<file path="src/rtl/nco_pkg.sv">
package nco_pkg;

  typedef enum logic {
    MODE_PULSE  = 1'b0,
    MODE_SQUARE = 1'b1
  } out_mode_e;

  // A wrap shows up as the accumulator top bit falling between two cycles.
  function automatic logic wrap_seen(input logic prev_top, input logic cur_top);
    return prev_top & ~cur_top;
  endfunction

endpackage

</file>
<file path="src/rtl/nco_phase_accum.sv">
module nco_phase_accum #(
  parameter int ACC_W = 16
) (
  input  logic             clk_i,
  input  logic             rst_i,
  input  logic [ACC_W-1:0] inc_i,
  output logic [ACC_W-1:0] acc_o
);

  logic [ACC_W-1:0] acc_q;
  logic             armed_q;

  // Modulo-2^ACC_W phase step; the carry out of the top bit is dropped.
  function automatic logic [ACC_W-1:0] step_phase(input logic [ACC_W-1:0] phase,
                                                  input logic [ACC_W-1:0] delta);
    return phase + delta;
  endfunction

  always_ff @(posedge clk_i) begin
    if (rst_i) begin
      acc_q <= '0;
    end else begin
      acc_q <= step_phase(acc_q, inc_i);
    end
  end

  // Marks cycles whose previous edge was a normal (non-reset) update.
  always_ff @(posedge clk_i) begin
    armed_q <= ~rst_i;
  end

  assign acc_o = acc_q;

  // the difference between successive values equals the increment seen one edge earlier
  assert_acc_step_R1: assert property (@(posedge clk_i) disable iff (rst_i)
    armed_q |-> (ACC_W'(acc_q - $past(acc_q)) == $past(inc_i)));

  // a zero increment freezes the phase
  assert_zero_inc_hold_R7: assert property (@(posedge clk_i) disable iff (rst_i)
    (inc_i == '0) |=> $stable(acc_q));

endmodule

</file>
<file path="src/rtl/nco_wrap_detect.sv">
module nco_wrap_detect (
  input  logic clk_i,
  input  logic rst_i,
  input  logic top_i,
  output logic wrap_o
);
  import nco_pkg::*;

  logic top_d_q;
  logic armed_q;

  always_ff @(posedge clk_i) begin
    if (rst_i) begin
      top_d_q <= 1'b0;
    end else begin
      top_d_q <= top_i;
    end
  end

  always_ff @(posedge clk_i) begin
    armed_q <= ~rst_i;
  end

  assign wrap_o = wrap_seen(top_d_q, top_i);

  // every flag matches a 1-to-0 step of the top bit across one edge, and vice versa
  assert_wrap_fall_R3: assert property (@(posedge clk_i) disable iff (rst_i)
    armed_q |-> (wrap_o == ($past(top_i) && !top_i)));

endmodule

</file>
<file path="src/rtl/nco_out_stage.sv">
module nco_out_stage (
  input  logic clk_i,
  input  logic rst_i,
  input  logic mode_i,
  input  logic top_i,
  input  logic wrap_i,
  output logic out_o
);
  import nco_pkg::*;

  out_mode_e mode;
  logic      out_q;
  logic      armed_q;

  assign mode = out_mode_e'(mode_i);

  always_ff @(posedge clk_i) begin
    if (rst_i) begin
      out_q <= 1'b0;
    end else begin
      case (mode)
        MODE_SQUARE: out_q <= top_i;
        default:     out_q <= wrap_i;
      endcase
    end
  end

  always_ff @(posedge clk_i) begin
    armed_q <= ~rst_i;
  end

  assign out_o = out_q;

  // pulse mode output is the wrap flag delayed by one edge
  assert_pulse_follows_wrap_R4: assert property (@(posedge clk_i) disable iff (rst_i)
    (armed_q && $past(mode_i) == 1'b0) |-> (out_q == $past(wrap_i)));

  // a pulse never lasts two cycles
  assert_pulse_single_R4: assert property (@(posedge clk_i) disable iff (rst_i)
    (armed_q && out_q && $past(mode_i) == 1'b0 && mode_i == 1'b0) |=> !out_q);

  // square mode output is the top bit delayed by one edge
  assert_square_tracks_top_R6: assert property (@(posedge clk_i) disable iff (rst_i)
    (armed_q && $past(mode_i) == 1'b1) |-> (out_q == $past(top_i)));

endmodule

</file>
<file path="src/rtl/nco_pulse_gen.sv">
module nco_pulse_gen #(
  parameter int ACC_W = 16
) (
  input  logic             clk,
  input  logic             rst,
  input  logic [ACC_W-1:0] inc_word,
  input  logic             sq_mode,
  output logic             pulse_out
);

  localparam int TOP = ACC_W - 1;

  logic [ACC_W-1:0] acc;
  logic             acc_top;
  logic             wrap_evt;

  nco_phase_accum #(.ACC_W(ACC_W)) u_accum (
    .clk_i (clk),
    .rst_i (rst),
    .inc_i (inc_word),
    .acc_o (acc)
  );

  assign acc_top = acc[TOP];

  nco_wrap_detect u_wrap (
    .clk_i  (clk),
    .rst_i  (rst),
    .top_i  (acc_top),
    .wrap_o (wrap_evt)
  );

  nco_out_stage u_out (
    .clk_i  (clk),
    .rst_i  (rst),
    .mode_i (sq_mode),
    .top_i  (acc_top),
    .wrap_i (wrap_evt),
    .out_o  (pulse_out)
  );

  // after a reset cycle the phase and the output are both zero
  assert_reset_clears_R8: assert property (@(posedge clk)
    rst |=> (acc == '0 && pulse_out == 1'b0));

endmodule

</file>
<file path="config.mk">
export PLATFORM = sky130hd
export DESIGN_NAME = nco_pulse_gen
export DESIGN_NICKNAME = d
export VERILOG_FILES = /design/src/rtl/nco_pkg.sv /design/src/rtl/nco_phase_accum.sv /design/src/rtl/nco_wrap_detect.sv /design/src/rtl/nco_out_stage.sv /design/src/rtl/nco_pulse_gen.sv
export SDC_FILE = /design/constraint.sdc
export NUM_CORES = 1
export LEC_CHECK = 0
export CORE_MARGIN = 1
export CORE_UTILIZATION = 61
export DETAILED_ROUTE_END_ITERATION = 8
export DONT_BUFFER_PORTS = 1
export PLACE_DENSITY = 0.86
export SLEW_MARGIN = 10
export SYNTH_ARGS = -nofsm -noshare
export SYNTH_HDL_FRONTEND = slang
export SYNTH_SLANG_ARGS = --single-unit
</file>
<file path="constraint.sdc">
create_clock -name clk -period 3.5 [get_ports clk]
set_clock_uncertainty 0.1 [all_clocks]
set_input_delay 0.7 -clock clk [delete_from_list [all_inputs] [get_ports clk]]
set_output_delay 0.7 -clock clk [all_outputs]
set_load 0.01 [all_outputs]
</file>
==> results_dict.tcl <==
set metrics [dict create \
    ctsHtreeMaxLevel 1 \
    grt_max_degree 24 \
    coreArea_sq_um 1780 \
    ys_ff_latch 18 \
    fin_setup_tns_ps 0 \
    initial_core_util_pct 67.7 \
    slowest_delay_ps 410 \
    syn_area_sq_um 1210 \
    ir_worst_vdd_mv 0.560 \
    diodes 0 \
    tightestPinTransition_ps 412 \
    ys_types 35 \
    chipWidth_um 46.5 \
    critPathBufInv 0 \
    relSlewSlack_pct 72.4 \
    dp_slack_ps 649 \
    cpMaxStageDelayCell "fa_1" \
    place_congestion 0.886 \
    synthFlopType "dfxtp_1" \
    hold_buffers 0 \
    cts_sinks 18 \
    vias 1010 \
    cp.required_ps 3600 \
    rsz0062_at_grt "false" \
    grt.overflow.total 0 \
    grt_pass1_wl_um 3750 \
    post-route-period-util_pct 72.4 \
    critPathLaunchType "input port" \
    die_y_um 46.5 \
    hold_viol_final 0 \
    path_delay_family "compound AO/OA/AOI/OAI gates" \
    dpl.hpwl_um 1760 \
    syn_area_per_cell_sq_um 8.81 \
    port_buffers 0 \
    synthCells 137 \
    setup_viol 0 \
    worst_setup_path_end_kind "register" \
    hold_class "reg -> reg" \
    cts_root_buf "clkbuf_4" \
    synth_edf_count 0 \
    clk_pin_slew_ps 110 \
    ctsLongestPathBuffers 2 \
    status "completed" \
    syn_nets 172 \
    yosys-top-cells-area "dfxtp_1 30%, ha_1 16%, a21oi_1 5.0%, a21o_1 5.0%, nor2_1 4.4%" \
    vias_per_cell 6.23 \
    fmax_mhz 395 \
    crit_arrival_ps 2640 \
    power_density_nw_per_um2 799 \
    synthToLayoutAreaGrowth_pct 4.35 \
    worstPathMaxFanout 3 \
    cts_buffers 3 \
    placementRows 15 \
    path_cells "ha_1 -> fa_1 -> a21o_1 -> a221oi_4 -> nor2_2 -> a311oi_1 -> mux2_1" \
    antenna_left 0 \
    drv_slew 0 \
    async_reset_ff_share_pct 0 \
    ys_seq_area_share_pct 29.8 \
    setup_slack_ps 968 \
    cts_tree "yes" \
    avgRoutedWirePerCell_um 13.7 \
    maxCapViolCount 0 \
    fin_crit_ps 2530 \
    final_area_sq_um 1260 \
    antenna_found_initial 0 \
    cts_resized 0 \
    synth_area_leader_cell "dfxtp_1" \
    drt_pass1_iterations 4 \
    drt-total-wl_um 2210 \
    yosysWarnings 0 \
    fin_nets 173 \
    insertion_delay_ps 300 \
    grt_pass1_vias 913 \
    grt_use_total_pct 24.5 \
    dr.first_iter.drc_count 16 \
    layout_commonest_cell "dfxtp_1" \
    drc_errors 0 \
    mostFrequentLayoutCells "18 x dfxtp_1, 15 x ha_1, 14 x nor2_1, 12 x a21oi_1, 8 x a21o_1" \
    n_fill_cell 149 \
    synth_top_area_share_pct 29.8 \
    whs_ps 341 \
    path_class "in -> reg" \
    ioPinCount 20 \
    cts_setup_buffers 0 \
    die_area_sq_um 2160 \
    placed_cell_area_sq_um 1220 \
    drive_above_1_share_pct 6.57 \
    p_leak_nw 0.570 \
]
-- cell families (layout without fill, tap and decap cells) --
family	Yosys count	after routing	share of synthesized area [%]
mux	5	5	4.66
compound gates	43	43	25.0
buf+inv	7	7	2.18
xor+xnor	6	6	4.35
fa+ha+maj	16	16	17.2
flops	18	18	29.8
simple gates	42	42	16.8
-- synthesized netlist by cell type, types with 2 or more instances --
| master | number |
|---|---|
| nand2_1 | 7 |
| dfxtp_1 | 18 |
| a21boi_0 | 2 |
| o22ai_1 | 2 |
| a311oi_1 | 3 |
| ha_1 | 15 |
| o21a_1 | 3 |
| inv_1 | 3 |
| o21ai_0 | 4 |
| nor3_1 | 5 |
| mux2_1 | 3 |
| nor2b_1 | 7 |
| a31oi_1 | 2 |
| clkbuf_1 | 4 |
| xor2_1 | 3 |
| a21o_1 | 8 |
| a21oi_1 | 12 |
| nand4_1 | 2 |
| xnor2_1 | 3 |
| nand3_1 | 2 |
| mux2_2 | 2 |
| nor2_1 | 14 |
-- state kept, by name, indices dropped and copies added, names as in the netlist --
| name | cells |
|---|---|
| u_accum.acc_o | 16 |
| u_out.out_o | 1 |
| u_wrap.top_d_q | 1 |
-- per-stage QoR --
stage,utilization [%],cells,power (mW)
floorplan,-,137,0.783
global placement,68.6,158,0.852
detailed placement,68.6,158,0.875
CTS,70.7,162,1.01
global route,70.7,162,1.09
finish,70.7,162,1.01
-- final cells by class --
cell class                      instances  area, sq um  area share, %
Sequential cell                        18          360           28.6
Tap cell                               25         31.3           2.48
Inverter                                3         11.3          0.894
Multi-Input combinational cell        112          821           65.1
Clock buffer                            4         36.3           2.88
-- final timing paths --
check | from | endpoint | slack (ps) | depth (start not counted)
hold / removal | u_wrap.top_d_q | u_out.out_o | 340 | 2
setup reg to reg | u_accum.acc_o[0] | u_accum.acc_o[12] | 1050 | 7
hold reg to reg | u_wrap.top_d_q | u_out.out_o | 340 | 2
setup / recovery | inc_word[0] | u_accum.acc_o[12] | 970 | 7
-- worst register-to-register path: cells and delay by family (launching register included) --
kind | cells | cell delay [ps]
AOI/OAI and AO/OA | 3 | 870
DFF | 1 | 320
muxes | 1 | 350
adders and majority gates | 2 | 610
and+or+nand+nor | 1 | 100
-- report_power, final --
| group | internal (mW) | switching (mW) | leakage [nW] | total (mW) |
|---|---|---|---|---|
| Sequential | 0.282 | 0.0288 | 0.150 | 0.311 |
| Clock | 0.0636 | 0.0670 | 0.0210 | 0.131 |
| Combinational | 0.260 | 0.305 | 0.400 | 0.565 |
| Total | 0.606 | 0.401 | 0.570 | 1.01 |
-- routing by layer --
layer  global-route usage (%)  share of wire (%)
met3                     8.24                5.4
met2                     40.3                 47
met1                     29.1                 46
met4                     8.82                1.4
met5                        0                  0
(Power assumes the default switching activity.)
